$ cat config.mk
export PLATFORM = sky130hd
export DESIGN_NAME = tagged_tlb
export DESIGN_NICKNAME = d
export VERILOG_FILES = /design/src/rtl/tlb_pkg.sv /design/src/rtl/tlb_match.sv /design/src/rtl/tlb_plru.sv /design/src/rtl/tagged_tlb.sv
export SDC_FILE = /design/constraint.sdc
export NUM_CORES = 2
export LEC_CHECK = 0
export BUFFER_PORTS_ARGS = -buffer_cell sky130_fd_sc_hd__buf_4
export CAP_MARGIN = 20
export CORE_ASPECT_RATIO = 1.75
export CORE_MARGIN = 1.5
export CORE_UTILIZATION = 50
export DETAILED_ROUTE_END_ITERATION = 8
export PLACE_DENSITY = 0.68
export REMOVE_ABC_BUFFERS = 1
export SETUP_SLACK_MARGIN = 0.3
export SLEW_MARGIN = 20
export SYNTH_ARGS = -nofsm -noshare
export SYNTH_HDL_FRONTEND = slang
export SYNTH_SLANG_ARGS = --single-unit
$ cat constraint.sdc
create_clock -name clk -period 8.5 [get_ports clk]
set_input_delay 1.275 -clock clk [delete_from_list [all_inputs] [get_ports clk]]
set_output_delay 1.275 -clock clk [all_outputs]
set_load 0.05 [all_outputs]
$ cat src/rtl/tlb_pkg.sv
package tlb_pkg;
    localparam int VA_W   = 32;
    localparam int OFF_W  = 12;
    localparam int VPN_W  = VA_W - OFF_W;
    localparam int PPN_W  = 20;
    localparam int PA_W   = PPN_W + OFF_W;
    localparam int PTAG_W = 8;

    typedef enum logic [2:0] {
        RES_IDLE       = 3'd0,
        RES_HIT        = 3'd1,
        RES_MISS       = 3'd2,
        RES_PAGE_FAULT = 3'd3,
        RES_PERM_FAULT = 3'd4
    } res_e;

    typedef struct packed {
        logic              occ;
        logic [VPN_W-1:0]  vpn;
        logic [PTAG_W-1:0] ptag;
    } tlb_key_t;

    typedef struct packed {
        logic [PPN_W-1:0] ppn;
        logic             present;
        logic [1:0]       kacc;
        logic [1:0]       uacc;
        logic             cach;
    } tlb_pte_t;

    typedef struct packed {
        tlb_key_t key;
        tlb_pte_t pte;
        logic     refd;
        logic     dirty;
    } tlb_entry_t;

    // Access code: 0 none, 1 read only, 2/3 read and write.
    function automatic logic acc_allows(input logic [1:0] acc, input logic is_wr);
        return is_wr ? acc[1] : (acc != 2'b00);
    endfunction
endpackage

$ cat src/rtl/tlb_match.sv
module tlb_match
    import tlb_pkg::*;
#(
    parameter int N = 8,
    localparam int IDX_W = $clog2(N)
) (
    input  tlb_key_t [N-1:0]  keys,
    input  logic [VPN_W-1:0]  vpn,
    input  logic [PTAG_W-1:0] ptag,
    output logic [N-1:0]      hit_vec,
    output logic [IDX_W-1:0]  hit_idx
);
    for (genvar i = 0; i < N; i++) begin : g_cmp
        assign hit_vec[i] = keys[i].occ && (keys[i].vpn == vpn) && (keys[i].ptag == ptag);
    end

    always_comb begin
        hit_idx = '0;
        for (int i = 0; i < N; i++) begin
            if (hit_vec[i]) hit_idx = IDX_W'(i);
        end
    end
endmodule

$ cat src/rtl/tlb_plru.sv
module tlb_plru #(
    parameter int N = 8,
    localparam int IDX_W = $clog2(N),
    localparam int NODES = N - 1
) (
    input  logic             clk,
    input  logic             rst,
    input  logic             a_en,
    input  logic [IDX_W-1:0] a_idx,
    input  logic             b_en,
    input  logic [IDX_W-1:0] b_idx,
    output logic [IDX_W-1:0] victim
);
    logic [NODES-1:0] tree_q, tree_d;

    // Node bit 1 means the colder side is the upper half.
    function automatic logic [NODES-1:0] touch(input logic [NODES-1:0] t,
                                               input logic [IDX_W-1:0] w);
        logic [NODES-1:0] r;
        logic [IDX_W-1:0] node;
        r = t;
        node = '0;
        for (int l = 0; l < IDX_W; l++) begin
            r[node] = ~w[IDX_W-1-l];
            node = IDX_W'(2 * int'(node) + 1 + int'(w[IDX_W-1-l]));
        end
        return r;
    endfunction

    always_comb begin
        tree_d = tree_q;
        if (a_en) tree_d = touch(tree_d, a_idx);
        if (b_en) tree_d = touch(tree_d, b_idx);
    end

    always_comb begin
        logic [IDX_W-1:0] node;
        node = '0;
        victim = '0;
        for (int l = 0; l < IDX_W; l++) begin
            victim[IDX_W-1-l] = tree_q[node];
            node = IDX_W'(2 * int'(node) + 1 + int'(tree_q[node]));
        end
    end

    always_ff @(posedge clk) begin
        if (rst) tree_q <= '0;
        else     tree_q <= tree_d;
    end


    plru_avoids_recent_chk: assert property (@(posedge clk) disable iff (rst)
        b_en |=> (victim != $past(b_idx)));
endmodule

$ cat src/rtl/tagged_tlb.sv
module tagged_tlb
    import tlb_pkg::*;
#(
    parameter int N_ENTRIES = 8,
    localparam int IDX_W = $clog2(N_ENTRIES)
) (
    input  logic              clk,
    input  logic              rst,
    input  logic              ctx_wr,
    input  logic [PTAG_W-1:0] ctx_tag,
    input  logic              req_valid,
    input  logic [VA_W-1:0]   req_vaddr,
    input  logic              req_write,
    input  logic              req_user,
    input  logic              fill_valid,
    input  logic [VPN_W-1:0]  fill_vpn,
    input  logic [PPN_W-1:0]  fill_ppn,
    input  logic              fill_present,
    input  logic [1:0]        fill_kacc,
    input  logic [1:0]        fill_uacc,
    input  logic              fill_cacheable,
    input  logic              inv_valid,
    input  logic [VPN_W-1:0]  inv_vpn,
    input  logic              flush,
    output logic              rsp_valid,
    output logic [2:0]        rsp_code,
    output logic [PA_W-1:0]   rsp_paddr,
    output logic              rsp_cacheable,
    output logic              rsp_ref,
    output logic              rsp_mod,
    output logic              refill_req,
    output logic [VPN_W-1:0]  refill_vpn
);
    tlb_entry_t [N_ENTRIES-1:0] ent_q;
    tlb_key_t   [N_ENTRIES-1:0] keys;
    logic       [N_ENTRIES-1:0] occ_vec, free_vec;
    logic [PTAG_W-1:0] ctx_q;

    for (genvar i = 0; i < N_ENTRIES; i++) begin : g_view
        assign keys[i]     = ent_q[i].key;
        assign occ_vec[i]  = ent_q[i].key.occ;
        assign free_vec[i] = ~ent_q[i].key.occ;
    end

    logic [VPN_W-1:0] req_vpn;
    logic [OFF_W-1:0] req_off;
    assign req_vpn = req_vaddr[VA_W-1:OFF_W];
    assign req_off = req_vaddr[OFF_W-1:0];

    // Three matchers share the key array: lookup, fill, invalidate.
    logic [N_ENTRIES-1:0] lk_vec, fm_vec, iv_vec;
    logic [IDX_W-1:0]     lk_idx, fm_idx, iv_idx;

    tlb_match #(.N(N_ENTRIES)) u_lk_match (
        .keys(keys), .vpn(req_vpn), .ptag(ctx_q), .hit_vec(lk_vec), .hit_idx(lk_idx));
    tlb_match #(.N(N_ENTRIES)) u_fill_match (
        .keys(keys), .vpn(fill_vpn), .ptag(ctx_q), .hit_vec(fm_vec), .hit_idx(fm_idx));
    tlb_match #(.N(N_ENTRIES)) u_inv_match (
        .keys(keys), .vpn(inv_vpn), .ptag(ctx_q), .hit_vec(iv_vec), .hit_idx(iv_idx));

    logic lk_hit, lk_present, lk_allowed, lk_ok;
    res_e lk_code;
    assign lk_hit     = |lk_vec;
    assign lk_present = ent_q[lk_idx].pte.present;
    assign lk_allowed = acc_allows(req_user ? ent_q[lk_idx].pte.uacc : ent_q[lk_idx].pte.kacc,
                                   req_write);
    assign lk_ok      = lk_hit && lk_present && lk_allowed;

    always_comb begin
        if (!lk_hit)          lk_code = RES_MISS;
        else if (!lk_present) lk_code = RES_PAGE_FAULT;
        else if (!lk_allowed) lk_code = RES_PERM_FAULT;
        else                  lk_code = RES_HIT;
    end

    // Fill placement: same key, then lowest free slot, then pseudo-LRU victim.
    logic [IDX_W-1:0] free_idx, victim, fill_idx;
    always_comb begin
        free_idx = '0;
        for (int i = N_ENTRIES - 1; i >= 0; i--) begin
            if (free_vec[i]) free_idx = IDX_W'(i);
        end
    end

    assign fill_idx = (|fm_vec) ? fm_idx : ((|free_vec) ? free_idx : victim);

    logic fill_take;
    assign fill_take = fill_valid && !flush;

    tlb_plru #(.N(N_ENTRIES)) u_plru (
        .clk(clk), .rst(rst),
        .a_en(req_valid && lk_hit), .a_idx(lk_idx),
        .b_en(fill_take), .b_idx(fill_idx),
        .victim(victim));

    always_ff @(posedge clk) begin
        if (rst) begin
            ent_q         <= '0;
            ctx_q         <= '0;
            rsp_valid     <= 1'b0;
            rsp_code      <= RES_IDLE;
            rsp_paddr     <= '0;
            rsp_cacheable <= 1'b0;
            rsp_ref       <= 1'b0;
            rsp_mod       <= 1'b0;
            refill_req    <= 1'b0;
            refill_vpn    <= '0;
        end else begin
            if (ctx_wr) ctx_q <= ctx_tag;

            rsp_valid     <= req_valid;
            rsp_code      <= req_valid ? lk_code : RES_IDLE;
            rsp_paddr     <= (req_valid && lk_ok) ? {ent_q[lk_idx].pte.ppn, req_off} : '0;
            rsp_cacheable <= req_valid && lk_ok && ent_q[lk_idx].pte.cach;
            rsp_ref       <= req_valid && lk_hit && ent_q[lk_idx].refd;
            rsp_mod       <= req_valid && lk_hit && ent_q[lk_idx].dirty;
            refill_req    <= req_valid && !lk_hit;
            refill_vpn    <= (req_valid && !lk_hit) ? req_vpn : '0;

            if (flush) begin
                for (int i = 0; i < N_ENTRIES; i++) ent_q[i].key.occ <= 1'b0;
            end else begin
                if (req_valid && lk_ok) begin
                    ent_q[lk_idx].refd <= 1'b1;
                    if (req_write) ent_q[lk_idx].dirty <= 1'b1;
                end
                if (inv_valid && (|iv_vec)) ent_q[iv_idx].key.occ <= 1'b0;
                if (fill_valid) begin
                    ent_q[fill_idx].key.occ     <= 1'b1;
                    ent_q[fill_idx].key.vpn     <= fill_vpn;
                    ent_q[fill_idx].key.ptag    <= ctx_q;
                    ent_q[fill_idx].pte.ppn     <= fill_ppn;
                    ent_q[fill_idx].pte.present <= fill_present;
                    ent_q[fill_idx].pte.kacc    <= fill_kacc;
                    ent_q[fill_idx].pte.uacc    <= fill_uacc;
                    ent_q[fill_idx].pte.cach    <= fill_cacheable;
                    ent_q[fill_idx].refd        <= 1'b0;
                    ent_q[fill_idx].dirty       <= 1'b0;
                end
            end
        end
    end


    rsp_follows_req_chk: assert property (@(posedge clk) disable iff (rst)
        req_valid |=> rsp_valid);

    rsp_quiet_chk: assert property (@(posedge clk) disable iff (rst)
        !req_valid |=> !rsp_valid);

    refill_only_on_miss_chk: assert property (@(posedge clk) disable iff (rst)
        refill_req |-> (rsp_valid && rsp_code == RES_MISS));

    lookup_unique_chk: assert property (@(posedge clk) disable iff (rst)
        $onehot0(lk_vec));

    flush_empties_chk: assert property (@(posedge clk) disable iff (rst)
        flush |=> (occ_vec == '0));

    write_sets_dirty_chk: assert property (@(posedge clk) disable iff (rst)
        (req_valid && req_write && lk_ok && !flush && !fill_valid) |=> ent_q[$past(lk_idx)].dirty);
endmodule

==> results_dict.tcl <==
set metrics [dict create \
    outcome "complete, no violations" \
    globalRouteOverflowTotal 0 \
    grt_use_total_pct 39.3 \
    grt_start_max_net_pins 175 \
    pwr-share-clk_pct 45.6 \
    cts_htree_levels 2 \
    cell_count_post_placement 3872 \
    worst-endpoint-required_ps 8920 \
    final_nets 3351 \
    ir_drop_mv 0.179 \
    clk_pin_slew_ps 60 \
    maxSlewViolCount 0 \
    timing.max_cap.violations 0 \
    yosys_reg_bits 531 \
    switchingPower_mw 1.47 \
    clk_path_buf_depth 3 \
    routability_congestion 1.01 \
    async_reset_ff_share_pct 0 \
    clock_tree_from_tritoncts "done" \
    clock-skew-final_ps 39.5 \
    area_of_the_die_mm2 0.0571 \
    cts_root_buf "sky130_fd_sc_hd__clkbuf_16" \
    route.detailed.wl_per_inst_um 28.7 \
    drtAntennaViolNets 0 \
    post_route_drc 0 \
    layout-drive-gt1-share_pct 10.7 \
    ctsHoldBuffers 0 \
    netSwitchingFraction_pct 26.1 \
    critical_path_class "reg -> reg" \
    series_of_cell_instances_along_the_critical_path "xnor2_1 -> nand4_1 -> or3_1 -> nor4_2 -> o21bai_1 -> and3b_1 -> nand3_2 -> buf_4 -> nand2_1 -> a21oi_1" \
    maxClockFrequency_mhz 176 \
    finish.utilization_pct 56.5 \
    detailedPlacementHpwl_um 80600 \
    finish.instance_area_mm2 0.0311 \
    clk_latency_ps 620 \
    ys_types 80 \
    finalCritPeriodShare_pct 66.7 \
    rsz_0062_raised_after_global_routing "no" \
    max_fanout_on_critical_path 30 \
    critPathTopFamily "simple AND/OR/NAND/NOR gates" \
    portion_of_total_power_attributed_to_combinational_logic_pct 9.5 \
    finalNonFillerCells 3965 \
    worst_case_reg_to_reg_path_depth 10 \
    final_hold_viol_count 0 \
    via_per_inst 6.13 \
    design_power_total_mw 5.64 \
    die_w_um 181 \
    cts_sinks 531 \
    edff_count_synth 0 \
    cts.repair.resized 0 \
    synth_area_mm2 0.0278 \
    final.hold.worst_slack_ps 455 \
    final_period_minus_worst_setup_slack_ps 5670 \
    area_post_placement_mm2 0.0292 \
    worst_pin_slew_ps 1230 \
    mostFrequentLayoutCell "sky130_fd_sc_hd__dfxtp_1" \
    slew-limit-headroom_pct 17.2 \
    cts_made_buffers 50 \
    diodes 0 \
    cp.buffers_inverters 1 \
    arrival_ps 6090 \
    critPathCaptureType "register" \
    core_region_area_mm2 0.0551 \
    crit_path_top_delay_cell "sky130_fd_sc_hd__nor4_2" \
    critical-path-max-stage-delay_ps 950 \
    internal_power_mw 4.17 \
    first_iter_violations 1857 \
    die-height_um 315 \
    instance_count_on_the_critical_path 10 \
    mostFrequentLayoutCells "sky130_fd_sc_hd__dfxtp_1 (531), sky130_fd_sc_hd__nand2_1 (410), sky130_fd_sc_hd__nor2_1 (341), sky130_fd_sc_hd__mux2i_1 (325), sky130_fd_sc_hd__xnor2_1 (322)" \
    vias 24300 \
    first_pass_iters 6 \
    yosys_most_used_dff "sky130_fd_sc_hd__dfxtp_1" \
    number_of_antenna_violations_at_the_first_check_in_global_routing 1 \
    timing.hold.worst.class "reg -> reg" \
    yosysWarningCount 0 \
    yosysSeqAreaShare_pct 38.2 \
    synthesized_instance_count 3236 \
    p_seq_share_pct 45.0 \
    post-cts-setup-buffer-count 0 \
    worst_hold_depth 2 \
    global_route_wire_length_before_repair_um 163000 \
    rows 114 \
    synth.avg_cell_area_um2 8.60 \
    area_delta_synth_final_pct 11.8 \
    worstSetupStartpointType "register" \
    floorplan.initialDensity_pct 50.5 \
    totalWireLength_um 114000 \
    setup_viol_count_final 0 \
    buffer_ports.inserted 174 \
    p_leak_nw 11.5 \
    power_density_mw_per_mm2 181 \
    top_level_ports 175 \
    first_global_vias 24400 \
]
## sequential cells by signal (all words and copies together) (netlist names)
register and count:
ctx_q 8, ent_q 456, refill_req 1, refill_vpn 20, rsp_cacheable 1, rsp_code 3
rsp_mod 1, rsp_paddr 32, rsp_ref 1, rsp_valid 1, u_plru.tree_q 7
## power by group through the flow
stage	registers (mW)	clock network, mW	logic (mW)
5_1_grt	2.54	2.68	0.556
6_report	2.54	2.57	0.533
4_1_cts	2.54	2.60	0.521
3_5_place_dp	2.59	0	0.518
2_1_floorplan	2.61	0	0.207
3_3_place_gp	2.59	0	0.515
## cell type report
type,instances,area (µm²)
clock inverters,30,497
clock buffers,63,1370
inverters,9,33.8
flip-flops and latches,531,10600
well taps,696,871
repair buffers,214,1630
multi-input cells,2422,16100
fillers,4968,24000
## per-stage QoR
stage	TNS [ps]	setup slack, ps
after floorplan	-164300	-1750
after global placement	0	2670
after detailed placement	0	2520
after CTS	0	2710
after global routing	0	2610
final	0	2830
## cell families after synthesis
family / synth area share (%)
compound gates: 8.12
buf+inv: 4.36
mux: 12.1
fa+ha+maj: 0.360
flops: 38.2
xor+xnor: 17.1
simple gates: 19.7
## cell usage after synthesis (37+ instances only)
| cell | number | area share, % |
|---|---|---|
| sky130_fd_sc_hd__xnor2_1 | 322 | 10 |
| sky130_fd_sc_hd__nand4_1 | 118 | 2.7 |
| sky130_fd_sc_hd__a21oi_1 | 193 | 3.5 |
| sky130_fd_sc_hd__nor4_1 | 85 | 1.9 |
| sky130_fd_sc_hd__xor2_1 | 222 | 7.0 |
| sky130_fd_sc_hd__nand2_1 | 410 | 5.5 |
| sky130_fd_sc_hd__nor2_1 | 341 | 4.6 |
| sky130_fd_sc_hd__mux2i_1 | 325 | 12 |
| sky130_fd_sc_hd__and2_1 | 37 | 0.83 |
| sky130_fd_sc_hd__dfxtp_1 | 531 | 38 |
| sky130_fd_sc_hd__clkbuf_1 | 161 | 2.2 |
| sky130_fd_sc_hd__buf_2 | 91 | 1.6 |
| sky130_fd_sc_hd__nand3_1 | 71 | 1.3 |
| sky130_fd_sc_hd__o21ai_0 | 37 | 0.67 |
## path summary, 6_finish.rpt
| kind | end | from | slack (ps) |
|---|---|---|---|
| worst max register to register | ent_q[265] | ctx_q[5] | 2830 |
| worst min register to register | ent_q[20] | ent_q[20] | 460 |
| worst min-delay path | ent_q[20] | ent_q[20] | 460 |
| worst max-delay path | ent_q[265] | ctx_q[5] | 2830 |
## worst reg2reg max path, delay by kind of cell (launching register included)
family / cells / cell delay, ps
simple gates: 6 / 3480
flops: 1 / 870
buf+inv: 1 / 530
compound gates: 2 / 400
xor+xnor: 1 / 200
## layer usage
metal | wire (µm) | track usage (%) | vias to the layer above
met4 | 11100 | 33.0 | 2
met5 | 19 | 0 | -
li1 | - | - | 11000
met2 | 56700 | 70.4 | 1132
met3 | 7370 | 7.00 | 454
met1 | 38500 | 39.6 | 11800
(Power assumes the default switching activity.)
